File: src/rtl/ecpSvcPkg.sv
package ecpSvcPkg;

  localparam logic [1:0] ADDR_CFGA = 2'd0;
  localparam logic [1:0] ADDR_CFGB = 2'd1;
  localparam logic [1:0] ADDR_ECR  = 2'd2;

  // strobes from control to datapath
  typedef struct packed {
    logic ecrWr;
    logic svcFire;
    logic faultFire;
  } ctrlStrobes_t;

  // stored part of the extended control register
  typedef struct packed {
    logic [2:0] mode;
    logic       errDis;
    logic       dmaEn;
    logic       svc;
  } ecrState_t;

endpackage

File: src/rtl/ecpSvcCtrl.sv
module ecpSvcCtrl
  import ecpSvcPkg::*;
#(
  parameter int         DEPTH    = 16,
  parameter int         CNT_W    = $clog2(DEPTH + 1),
  parameter int         WR_THR   = 8,
  parameter int         RD_THR   = 8,
  parameter logic [2:0] ECP_MODE = 3'b011
) (
  input  logic             clk,
  input  logic             rstN,
  input  logic             regWr,
  input  logic [1:0]       regAddr,
  input  logic [7:0]       regWrData,
  input  logic [CNT_W-1:0] fifoCount,
  input  logic             dirIn,
  input  logic             dmaTc,
  input  logic             nFault,
  input  ecrState_t        ecrQ,
  output ctrlStrobes_t     strobes
);

  localparam logic [CNT_W-1:0] DEPTH_C = CNT_W'(DEPTH);
  localparam logic [CNT_W-1:0] WR_THR_C = CNT_W'(WR_THR);
  localparam logic [CNT_W-1:0] RD_THR_C = CNT_W'(RD_THR);

  logic             prevNFault;
  logic             wrHit;
  logic [CNT_W-1:0] freeCnt;
  logic             svcCond;
  logic             inEcp;
  logic             faultEdge;
  logic             rearm;

  always_ff @(posedge clk) begin
    if (!rstN) prevNFault <= 1'b1;
    else       prevNFault <= nFault;
  end

  assign wrHit   = regWr && (regAddr == ADDR_ECR);
  assign freeCnt = DEPTH_C - fifoCount;

  always_comb begin
    if (ecrQ.dmaEn)  svcCond = dmaTc;
    else if (dirIn)  svcCond = (fifoCount >= RD_THR_C);
    else             svcCond = (freeCnt >= WR_THR_C);
  end

  assign inEcp     = (ecrQ.mode == ECP_MODE);
  assign faultEdge = prevNFault && !nFault;
  assign rearm     = wrHit && ecrQ.errDis && !regWrData[4] && !nFault;

  always_comb begin
    strobes.ecrWr     = wrHit;
    strobes.svcFire   = !ecrQ.svc && svcCond && !(wrHit && regWrData[2]);
    strobes.faultFire = inEcp && ((!ecrQ.errDis && faultEdge) || rearm);
  end

endmodule

File: src/rtl/ecpSvcRegs.sv
module ecpSvcRegs
  import ecpSvcPkg::*;
#(
  parameter int         DEPTH     = 16,
  parameter int         CNT_W     = $clog2(DEPTH + 1),
  parameter logic [2:0] CFG_MODE  = 3'b111,
  parameter logic [7:0] CFG_A_VAL = 8'h10
) (
  input  logic             clk,
  input  logic             rstN,
  input  ctrlStrobes_t     strobes,
  input  logic [1:0]       regAddr,
  input  logic [7:0]       regWrData,
  input  logic [CNT_W-1:0] fifoCount,
  output ecrState_t        ecrQ,
  output logic             intrOut,
  output logic             dmaGo,
  output logic [7:0]       regRdData
);

  localparam logic [CNT_W-1:0] DEPTH_C = CNT_W'(DEPTH);

  ecrState_t ecrNext;
  logic      fullS;
  logic      emptyS;
  logic      cfgOpen;

  always_comb begin
    ecrNext = ecrQ;
    if (strobes.ecrWr) begin
      ecrNext.mode   = regWrData[7:5];
      ecrNext.errDis = regWrData[4];
      ecrNext.dmaEn  = regWrData[3];
      ecrNext.svc    = regWrData[2];
    end
    if (strobes.svcFire) ecrNext.svc = 1'b1;
  end

  always_ff @(posedge clk) begin
    if (!rstN) begin
      ecrQ    <= '{mode: 3'b000, errDis: 1'b0, dmaEn: 1'b0, svc: 1'b1};
      intrOut <= 1'b0;
    end else begin
      ecrQ    <= ecrNext;
      intrOut <= strobes.svcFire || strobes.faultFire;
    end
  end

  assign fullS   = (fifoCount >= DEPTH_C);
  assign emptyS  = (fifoCount == '0);
  assign cfgOpen = (ecrQ.mode == CFG_MODE);
  assign dmaGo   = ecrQ.dmaEn && !ecrQ.svc;

  always_comb begin
    unique case (regAddr)
      ADDR_CFGA: regRdData = cfgOpen ? CFG_A_VAL : 8'h00;
      ADDR_CFGB: regRdData = cfgOpen ? {1'b0, intrOut, 6'b0} : 8'h00;
      ADDR_ECR:  regRdData = {ecrQ.mode, ecrQ.errDis, ecrQ.dmaEn, ecrQ.svc, fullS, emptyS};
      default:   regRdData = 8'h00;
    endcase
  end

endmodule

File: src/rtl/ecpSvcIntr.sv
module ecpSvcIntr
  import ecpSvcPkg::*;
#(
  parameter int         DEPTH    = 16,
  parameter int         CNT_W    = $clog2(DEPTH + 1),
  parameter int         WR_THR   = 8,
  parameter int         RD_THR   = 8,
  parameter logic [2:0] ECP_MODE = 3'b011,
  parameter logic [2:0] CFG_MODE = 3'b111
) (
  input  logic             clk,
  input  logic             rstN,
  input  logic             regWr,
  input  logic [1:0]       regAddr,
  input  logic [7:0]       regWrData,
  output logic [7:0]       regRdData,
  input  logic [CNT_W-1:0] fifoCount,
  input  logic             dirIn,
  input  logic             dmaTc,
  input  logic             nFault,
  output logic             intrOut,
  output logic             dmaGo
);

  ctrlStrobes_t strobes;
  ecrState_t    ecrQ;
  logic         svcBit;
  logic         dmaEnBit;
  logic         errDisBit;
  logic [2:0]   modeBits;

  ecpSvcCtrl #(
    .DEPTH(DEPTH), .CNT_W(CNT_W), .WR_THR(WR_THR), .RD_THR(RD_THR), .ECP_MODE(ECP_MODE)
  ) u_ctrl (
    .clk(clk), .rstN(rstN), .regWr(regWr), .regAddr(regAddr), .regWrData(regWrData),
    .fifoCount(fifoCount), .dirIn(dirIn), .dmaTc(dmaTc), .nFault(nFault),
    .ecrQ(ecrQ), .strobes(strobes)
  );

  ecpSvcRegs #(
    .DEPTH(DEPTH), .CNT_W(CNT_W), .CFG_MODE(CFG_MODE), .CFG_A_VAL(8'h10)
  ) u_regs (
    .clk(clk), .rstN(rstN), .strobes(strobes), .regAddr(regAddr), .regWrData(regWrData),
    .fifoCount(fifoCount), .ecrQ(ecrQ), .intrOut(intrOut), .dmaGo(dmaGo),
    .regRdData(regRdData)
  );

  assign svcBit    = ecrQ.svc;
  assign dmaEnBit  = ecrQ.dmaEn;
  assign errDisBit = ecrQ.errDis;
  assign modeBits  = ecrQ.mode;

endmodule

File: config.mk
export PLATFORM = sky130hd
export DESIGN_NAME = ecpSvcIntr
export DESIGN_NICKNAME = d
export VERILOG_FILES = /design/src/rtl/ecpSvcPkg.sv /design/src/rtl/ecpSvcCtrl.sv /design/src/rtl/ecpSvcRegs.sv /design/src/rtl/ecpSvcIntr.sv
export SDC_FILE = /design/constraint.sdc
export NUM_CORES = 1
export LEC_CHECK = 0
export ABC_AREA = 1
export CAP_MARGIN = 5
export CORE_MARGIN = 2
export CORE_UTILIZATION = 23
export CTS_BUF_LIST = sky130_fd_sc_hd__clkbuf_16
export CTS_CLUSTER_SIZE = 24
export DETAILED_ROUTE_END_ITERATION = 8
export PLACE_DENSITY = 0.57
export SLEW_MARGIN = 25
export SYNTH_ARGS = -nofsm -noshare
export SYNTH_HDL_FRONTEND = slang
export SYNTH_SLANG_ARGS = --single-unit
File: constraint.sdc
create_clock -name clk -period 1.3 [get_ports clk]
set_input_delay 0.195 -clock clk [delete_from_list [all_inputs] [get_ports clk]]
set_output_delay 0.195 -clock clk [all_outputs]
set_load 0.05 [all_outputs]
==> run metrics, run 1 <==
drt pass-1 iters 5; core area approximately 2000 um^2; crit path kind primary input to primary output; Post-synth EDFFs 0; synth unique cells 14; CP endpoint kind primary output; path depth of the worst reg2reg path 7; clock buffer depth 2; Yosys reg bits 8; largest net degree at the start of global routing 11; critical-path cell list buf_6 -> nor2_4 -> nand2_2 -> nor2_4 -> ha_4 -> nor2_2 -> nor2_4 -> buf_12; ys flop type dfxtp_1; Setup-failing EPs final 0; Slowest-stage cell, CP nor2_4; Total Routing Usage GR 0.147; Seq/Total Area, Yosys 0.332; Syn Nets 100; Clock Sinks 8; dpl hpwl between 1000 and 1500 um; DR vias 640; Clock Latency Late Sink 0.23 ns; crit path launch type primary input; final core occ 0.580; Setup Skew roughly 0.0021 ns; peak supply drop 756 uV; DRC viols 0; die width 49.8 um; crit-path max FO 3; Worst Tran Pin Value 0.195 ns; Max stage delay on crit path between 0.15 and 0.2 ns; Core Rows 16; Root Driver clkbuf_16; final net count 145; Synth area leader dfxtp_1; Worst path top cell family by delay simple AND/OR/NAND/NOR gates; CTS Hold Bufs 0; Final ANT Viol Nets 0; final hold vios 0; Hold Worst Slack about 0.45 ns; max-cap violations 0; fraction of layout cells with a size suffix above 1 0.442; final wirelength around 1600 um; initial antenna violation count 0; Rel. slew slack 0.870; initial core utilization 0.246; Slew Limit Fails 0; Sw Ratio 0.233; first-pass GRT wire length 2660 um; Die ar. 2480 um^2; PD cells just under 900 nW/um^2; Crit. path cell count 8; PortBufs 28; Max Fclk 791 MHz; status completed; Commonest cells post-synth inv_1, nand2_1, nor2_1; Most Frequent Cell on Critical Path nor2_4; CTS tree yes; Clk pwr share 0.507; DIE HEIGHT between 40 and 50 um; Tmin final between 1 and 1.5 ns; Post-synth ARST share 0; Iteration-0 DRC Markers 5; Hold Crit Class primary input to flip-flop; clk slew on worst S/H paths roughly 0.030 ns; CP Data Required Time 1.11 ns; number of vias per cell between 4 and 5; period utilisation layout 0.973; Yosys warnings 0; area grow syn2layout 136%; Pleak between 0.4 and 0.5 nW; Buf/Inv on CP 2; unrepaired setup endpoints after global routing true; htree depth 1; overflow left after global routing 0; Inserted Diodes 0; post-synthesis cell count 77; Ports 31; Gate power share 0.230; vias in the first global route between 600 and 700; P_int ~800 uW; synthesized cell area a little under 500 um^2; GP Congestion between 0.6 and 0.7; CP arrival about 1.1 ns; Avg Synthesized Cell Area between 6 and 7 um^2; Flop pwr share 0.263; Post-Route Setup TNS 0 ns; Psw approximately 240 uW; CTS buffer count 3; Hold Path Depth 7; Area contributors post-synth dfxtp_1, inv_1, nand2_1; WL per Instance between 10 and 15 um; post-synth top area share 0.332
[power by group through the flow]
stage | Sequential, mW | Combinational [mW] | Clock (mW)
after floorplan | 0.271 | 0.0834 | 0
after global placement | 0.270 | 0.207 | 0
after detailed placement | 0.270 | 0.209 | 0
after CTS | 0.266 | 0.223 | 0.524
after global routing | 0.268 | 0.250 | 0.543
final | 0.267 | 0.233 | 0.514
[worst min-delay path, stage by stage]
cell and delay [ns]:
buf_6 0.07, nor2_4 0.03, nand2_2 0.09, nand2_1 0.05, nand3_1 0.06, nand2_1 0.07
nand3_1 0.08
[cells by family after synthesis]
logic type	synth area share
fa+ha+maj	0.0519
flops	0.332
buf+inv	0.132
compound gates	0.161
simple gates	0.322
[flip-flops by register name (all words and copies together), names as in the netlist]
register / count
u_regs.ecrQ: 6
u_ctrl.prevNFault: 1
u_regs.intrOut: 1
[final timing paths]
check                       from             end  slack (ns)
setup reg to reg  u_regs.ecrQ[1]  u_regs.intrOut        0.40
setup / recovery    fifoCount[0]    regRdData[1]        0.04
hold reg to reg   u_regs.ecrQ[3]  u_regs.ecrQ[3]        0.51
hold / removal      fifoCount[1]  u_regs.ecrQ[0]        0.45
[metrics by stage]
step                cells  setup slack (ns)  cell area (um^2)  total power, mW
finish                147            0.0352              1140             1.01
global route          147           -0.0153              1140             1.06
CTS                   146          0.000280              1100             1.01
detailed placement    139            -0.383               976            0.479
global placement      139            -0.349               976            0.477
floorplan              77            -0.103               509            0.355
[area by class of cell]
cell class / instances / area (um^2)
inverter: 15 / 56.3
sequential: 8 / 160
multi-input combinational: 53 / 348
tap: 27 / 33.8
fill: 194 / 825
clock buffer: 3 / 75.1
timing repair buffer: 41 / 464
[per-layer routing]
layer,wire length [um],share of wire,GRT usage
met1,639,0.41,0.158
met2,785,0.50,0.236
met3,108,0.069,0.0667
met4,39,0.025,0.0833
met5,0,0,0
[layout by cell type, fill, tap and decap left out]
master            n
a21oi_2           1
nand2_1          12
buf_6             2
o21ai_0           5
clkbuf_2          2
clkdlybuf4s15_1   1
clkbuf_16         3
o22ai_2           1
nand2_2           1
nor2_2            4
clkdlybuf4s50_1  11
buf_4            13
nand2_4           1
or2_4             1
nand3_2           1
inv_1            10
nand3_1           6
a21oi_1           6
nor2_1            5
a31oi_1           1
nor3_2            1
ha_4              2
inv_2             5
o21ai_1           1
buf_12           10
nor2_4            4
buf_2             1
dfxtp_1           8
dlygate4sd2_1     1
[timing repair]
| action | CTS | global route |
|---|---|---|
| pin swaps | 6 | 4 |
| setup buffers | 4 | 1 |
| endpoints found under the setup margin | 10 | 5 |
| gates resized for setup | 28 | 12 |
(Power assumes the default switching activity.)
==> run 2, diff against run 1 <==
==> constraint.sdc (replaced) <==
create_clock -name clk -period 1.3 [get_ports clk]
set_input_delay 0.195 -clock clk [delete_from_list [all_inputs] [get_ports clk]]
set_output_delay 0.195 -clock clk [all_outputs]
set_load 0.01 [all_outputs]
==> run 2 against run 1 <==
Compared with the run above:
- non-clock buffer count fell by 3
- combinational power fell by 33%
- core utilization fell by 11 points
- setup slack improved by 0.041 ns
- cell area fell by 18%
- via count fell by 5.2%
- maximum frequency rose by 3.4%
- largest power group unchanged
==> run metrics, run 2 (synthesized netlist as in run 1, its figures left out) <==
status completed (unchanged); CP arrival 1.03 ns (was 1.07 ns); overflow left after global routing 0 (unchanged); PortBufs 28 (unchanged); RR Endpoint u_regs.intrOut (unchanged); Hold Crit Class primary input to flip-flop (unchanged); DR vias 607 (was 640); Clock Latency Late Sink 0.24 ns (was 0.23 ns); final wirelength 1440 um (was 1570 um); setup slack, reg-to-reg 0.32 ns (was 0.40 ns); Max Fclk 817 MHz (was 791 MHz); crit-path max FO 2 (was 3); Ports 31 (unchanged); Slew Limit Fails 0 (unchanged); Tmin final 1.22 ns (was 1.26 ns); Slowest-stage cell, CP dfxtp_1 (was nor2_4); unrepaired setup endpoints after global routing false (was true); Min-Delay Startpoint fifoCount[1] (unchanged); final hold vios 0 (unchanged); Setup WS pre-CTS -0.737 ns (was -0.383 ns); Pleak 0.456 nW (was 0.492 nW); CTS Hold Bufs 0 (unchanged); clk slew on worst S/H paths 0.04 ns (was 0.03 ns); Die ar. 2480 um^2 (unchanged); core area 1960 um^2 (unchanged); critical-path cell list buf_4 -> inv_1 -> nor2_1 -> clkdlybuf4s15_1 (was buf_6 -> nor2_4 -> nand2_2 -> nor2_4 -> ha_4 -> nor2_2 -> nor2_4 -> buf_12); CP endpoint kind primary output (unchanged); clock buffer depth 2 (unchanged); largest reg by FF count u_regs.ecrQ (unchanged); total power 945 uW (was 1.01 mW); path depth of the worst reg2reg path 8 (was 7); Total Routing Usage GR 0.130 (was 0.147); max FFs per register 6 (unchanged); PD cells 1020 nW/um^2 (was 892 nW/um^2); multi-input logic area 288 um^2 (was 348 um^2); Hold EP u_regs.ecrQ[0] (unchanged); Clock Sinks 8 (unchanged); drt pass-1 iters 4 (was 5); peak supply drop 531 uV (was 756 uV); Setup-failing EPs final 0 (unchanged); CTS buffer count 3 (unchanged); Core Rows 16 (unchanged); area grow syn2layout 92.5% (was 136%); largest net degree at the start of global routing 8 (was 11); Iteration-0 DRC Markers 16 (was 5); Rel. slew slack 0.886 (was 0.870); vias in the first global route 570 (was 633); crit path launch type flip-flop (was primary input); registers with the most flip-flops u_regs.ecrQ x6, u_ctrl.prevNFault x1, u_regs.intrOut x1 (unchanged); commonest non-fill, non-tap cell in the layout nand2_1 (was buf_4); dpl hpwl 1120 um (was 1130 um); fraction of layout cells with a size suffix above 1 0.274 (was 0.442); Root Driver clkbuf_16 (unchanged); Setup WS post-layout 0.0766 ns (was 0.0352 ns); htree depth 1 (unchanged); Worst Tran Pin Value 0.169 ns (was 0.195 ns); DIE HEIGHT 49.8 um (unchanged); Hold Path Depth 6 (was 7); initial core utilization 0.246 (unchanged); Layout fillers 219 (was 194); Inserted Diodes 0 (unchanged); WL per Instance 9.97 um (was 10.7 um); GP Congestion 0.774 (was 0.697); initial antenna violation count 0 (unchanged); Seq. cell area 160 um^2 (unchanged); final net count 142 (was 145); max-cap violations 0 (unchanged); period utilisation layout 0.941 (was 0.973); commonest cells after routing, fill and taps aside nand2_1, nor2_1, clkdlybuf4s50_1 (was buf_4, nand2_1, clkdlybuf4s50_1); die width 49.8 um (unchanged); Max stage delay on crit path 0.32 ns (was 0.16 ns); DRC viols 0 (unchanged); crit path kind flip-flop to primary output (was primary input to primary output); reg2reg start u_regs.ecrQ[1] (unchanged); number of vias per cell 4.22 (was 4.35); Setup Skew 0.00260 ns (was 0.00213 ns); first-pass GRT wire length 2390 um (was 2660 um); CTS tree yes (unchanged); CP Data Required Time 1.11 ns (about the same); Final ANT Viol Nets 0 (unchanged)
[run 2: cell count changes in the layout (fill, tap and decap cells not counted), moves of 3 or more]
cell	before	now
nor2_1	5	11
dlygate4sd2_1	1	9
buf_12	10	0
nor2_2	4	0
buf_2	1	6
buf_4	13	10
[run 2: power breakdown]
part	total [mW]	leakage [nW]	switching [mW]	internal, mW
Combinational	0.155	0.354	0.0686	0.0865
Clock	0.526	0.0370	0.128	0.397
Sequential	0.265	0.0655	0.00584	0.259
Total	0.945	0.456	0.203	0.742
[run 2: final cells by class]
type / count / area share
repair buffers: 38 / 0.339
well taps: 27 / 0.0364
inverters: 15 / 0.0607
multi-input cells: 53 / 0.310
flip-flops and latches: 8 / 0.173
clock buffers: 3 / 0.0810
[run 2: worst max-delay path: cells and delay by family (launching register included)]
family / cells / cell delay, ns
simple gates: 1 / 0.09
buf+inv: 3 / 0.39
flops: 1 / 0.32
[run 2: worst max-delay path by stage]
stage | from | end
finish | u_regs.ecrQ[3] | regRdData[5]
global route | u_regs.ecrQ[1] | dmaGo
CTS | fifoCount[2] | regRdData[1]
detailed placement | fifoCount[1] | regRdData[0]
global placement | fifoCount[1] | regRdData[0]
floorplan | fifoCount[1] | u_regs.intrOut
[run 2: what timing repair did]
action / 4_1_cts / 5_1_grt
gates resized for setup: 46 / 4
pin swaps: 8 / 2
setup buffers: 0 / 0
setup endpoints to repair: 12 / 3
[run 2: stage by stage]
stage	setup TNS, ns	hold slack, ns	cell area [um^2]	cells	utilization
after floorplan	0	0.305	482	77	-
after global placement	-5.17	0.477	863	141	0.440
after detailed placement	-5.33	0.488	863	141	0.440
after CTS	0	0.419	915	144	0.466
after global routing	0	0.474	927	144	0.473
final	0	0.438	927	144	0.473
[run 2: routing by layer]
| metal | vias to the layer above | global-route usage | wire [um] | part of all wire |
|---|---|---|---|---|
| met1 | 259 | 0.144 | 650 | 0.45 |
| met5 | - | 0 | 0 | 0 |
| met3 | 5 | 0.0576 | 94 | 0.065 |
| met4 | 0 | 0.0694 | 35 | 0.024 |
| li1 | 323 | - | - | - |
| met2 | 20 | 0.209 | 656 | 0.46 |
==> run 3, diff against run 2 <==
- SKIP_CTS_REPAIR_TIMING: default -> 1
==> run 3 against run 2 <==
Compared with the run above:
- cell count unchanged
- via count down 1.2%
- critical path type is now primary input to primary output
- global-route usage down 0.25 points
- cell area up 4.2%
==> run metrics, run 3 (synthesized netlist as in run 1, its figures left out) <==
core area 1960 um^2 (unchanged); fraction of layout cells with a size suffix above 1 0.256 (was 0.274); path depth of the worst reg2reg path 8 (unchanged); largest reg by FF count u_regs.ecrQ (unchanged); Buf/Inv on CP 2 (was 3); Placed Cells 141 (unchanged); CP endpoint kind primary output (unchanged); met1 Use GR 0.144 (unchanged); DR vias 600 (was 607); Max stage delay on crit path 0.17 ns (was 0.32 ns); WL per Instance 10.3 um (was 9.97 um); Slew Limit Fails 0 (unchanged); Die ar. 2480 um^2 (unchanged); critical path launch point fifoCount[0] (was u_regs.ecrQ[3]); period utilisation layout 0.942 (was 0.941); max-cap violations 0 (unchanged); crit path kind primary input to primary output (was flip-flop to primary output); Inserted Diodes 0 (unchanged); crit-path max FO 3 (was 2); final core occ 0.492 (was 0.473); critical-path cell list clkbuf_2 -> nor2_4 -> nand2_2 -> nor2_4 -> ha_2 -> nor2_1 -> nor2_1 -> buf_2 (was buf_4 -> inv_1 -> nor2_1 -> clkdlybuf4s15_1); Worst Tran Pin Value 0.169 ns (unchanged); clock buffer depth 2 (unchanged); reg2reg start u_regs.ecrQ[1] (unchanged); global route hottest layer met2 (unchanged); crit path launch type primary input (was flip-flop); PD cells 981 nW/um^2 (was 1020 nW/um^2); commonest cells after routing, fill and taps aside nand2_1, dlymetal6s2s_1, nor2_1, clkdlybuf4s50_1 (was nand2_1, nor2_1, clkdlybuf4s50_1); Hold Crit Class primary input to flip-flop (unchanged); initial antenna violation count 0 (unchanged); drt pass-1 iters 4 (unchanged); first-pass GRT wire length 2330 um (was 2390 um); setup slack, reg-to-reg 0.32 ns (about the same); Crit. path cell count 8 (was 4); vias in the first global route 545 (was 570); Setup-failing EPs final 0 (unchanged); Max Fclk 816 MHz (was 817 MHz); Pleak 0.591 nW (was 0.456 nW); CTS tree yes (unchanged); Rel. slew slack 0.886 (unchanged); final hold vios 0 (unchanged); DIE HEIGHT 49.8 um (unchanged); dpl hpwl 1120 um (unchanged); largest net degree at the start of global routing 8 (unchanged); Core Rows 16 (unchanged); htree depth 1 (unchanged); RR Endpoint u_regs.intrOut (unchanged); final net count 142 (unchanged); CP arrival 1.03 ns (about the same); status completed (unchanged); Total Routing Usage GR 0.128 (was 0.130); registers with the most flip-flops u_regs.ecrQ x6, u_ctrl.prevNFault x1, u_regs.intrOut x1 (unchanged); Hold Worst Slack 0.442 ns (was 0.438 ns); CP Data Required Time 1.11 ns (about the same); Tmin final 1.22 ns (about the same); GP Congestion 0.774 (unchanged); Layout fillers 209 (was 219); Clock Sinks 8 (unchanged); Layout Cells excl Fill 144 (unchanged); unrepaired setup endpoints after global routing false (unchanged); overflow left after global routing 0 (unchanged); Ports 31 (unchanged); met2 usage 0.200 (was 0.209); Setup Skew 0.00282 ns (was 0.00260 ns); CTS buffer count 3 (unchanged); PortBufs 28 (unchanged); peak supply drop 562 uV (was 531 uV); Slowest-stage cell, CP ha_2 (was dfxtp_1); clk slew on worst S/H paths 0.04 ns (about the same); DRC viols 0 (unchanged); crit path to regRdData[1] (was regRdData[5]); Iteration-0 DRC Markers 13 (was 16); Final ANT Viol Nets 0 (unchanged); Root Driver clkbuf_16 (unchanged); area grow syn2layout 101% (was 92.5%); met3 Usage GRT 0.0576 (unchanged); number of vias per cell 4.17 (was 4.22); die width 49.8 um (unchanged); Clock Latency Late Sink 0.23 ns (was 0.24 ns); max FFs per register 6 (unchanged); Worst path top cell family by delay simple AND/OR/NAND/NOR gates (was buffers and inverters); Post-Route Setup TNS 0 ns (unchanged); initial core utilization 0.246 (unchanged); total power 947 uW (was 945 uW); final wirelength 1480 um (was 1440 um)
## run 3: report_power, final
part	leakage, nW	switching, mW	total [mW]	internal [mW]
registers	0.0655	0.00588	0.265	0.259
logic	0.489	0.0680	0.159	0.0910
clock network	0.0370	0.127	0.524	0.397
## run 3: cell type report
class	count	area (um^2)	area share
Timing Repair Buffer	38	360	0.373
Multi-Input combinational cell	53	280	0.290
Sequential cell	8	160	0.166
Clock buffer	3	75.1	0.0777
Inverter	15	56.3	0.0583
Tap cell	27	33.8	0.0350
## run 3: metal layers
metal,vias to the layer above,wire (um),part of all wire
met3,2,80,0.054
met1,258,698,0.47
li1,324,-,-
met5,-,0,0
met4,0,23,0.016
met2,16,678,0.46
## run 3: worst min-delay path by stage
stage,startpoint,endpoint,slack (ns),cells past startpoint
6_report,fifoCount[0],u_regs.ecrQ[0],0.44,6
5_1_grt,fifoCount[0],u_regs.ecrQ[0],0.47,6
4_1_cts,u_regs.ecrQ[5],u_regs.ecrQ[5],0.50,2
3_5_place_dp,u_regs.ecrQ[5],u_regs.ecrQ[5],0.49,2
3_3_place_gp,u_regs.ecrQ[0],u_regs.ecrQ[0],0.48,2
2_1_floorplan,rstN,u_regs.ecrQ[2],0.30,2
## run 3: worst reg2reg max path, delay by kind of cell (launching register included)
kind / cells / cell delay, ns
AND/OR/NAND/NOR: 5 / 0.29
flip-flops: 1 / 0.29
buffers and inverters: 2 / 0.21
AO/OA/AOI/OAI: 1 / 0.13
## run 3: stage by stage
stage / worst slack, ns / area, um^2
after floorplan: 0.138 / 482
after global placement: -0.691 / 863
final: 0.0751 / 966
after CTS: -0.738 / 938
after global routing: 0.0155 / 966
after detailed placement: -0.737 / 863
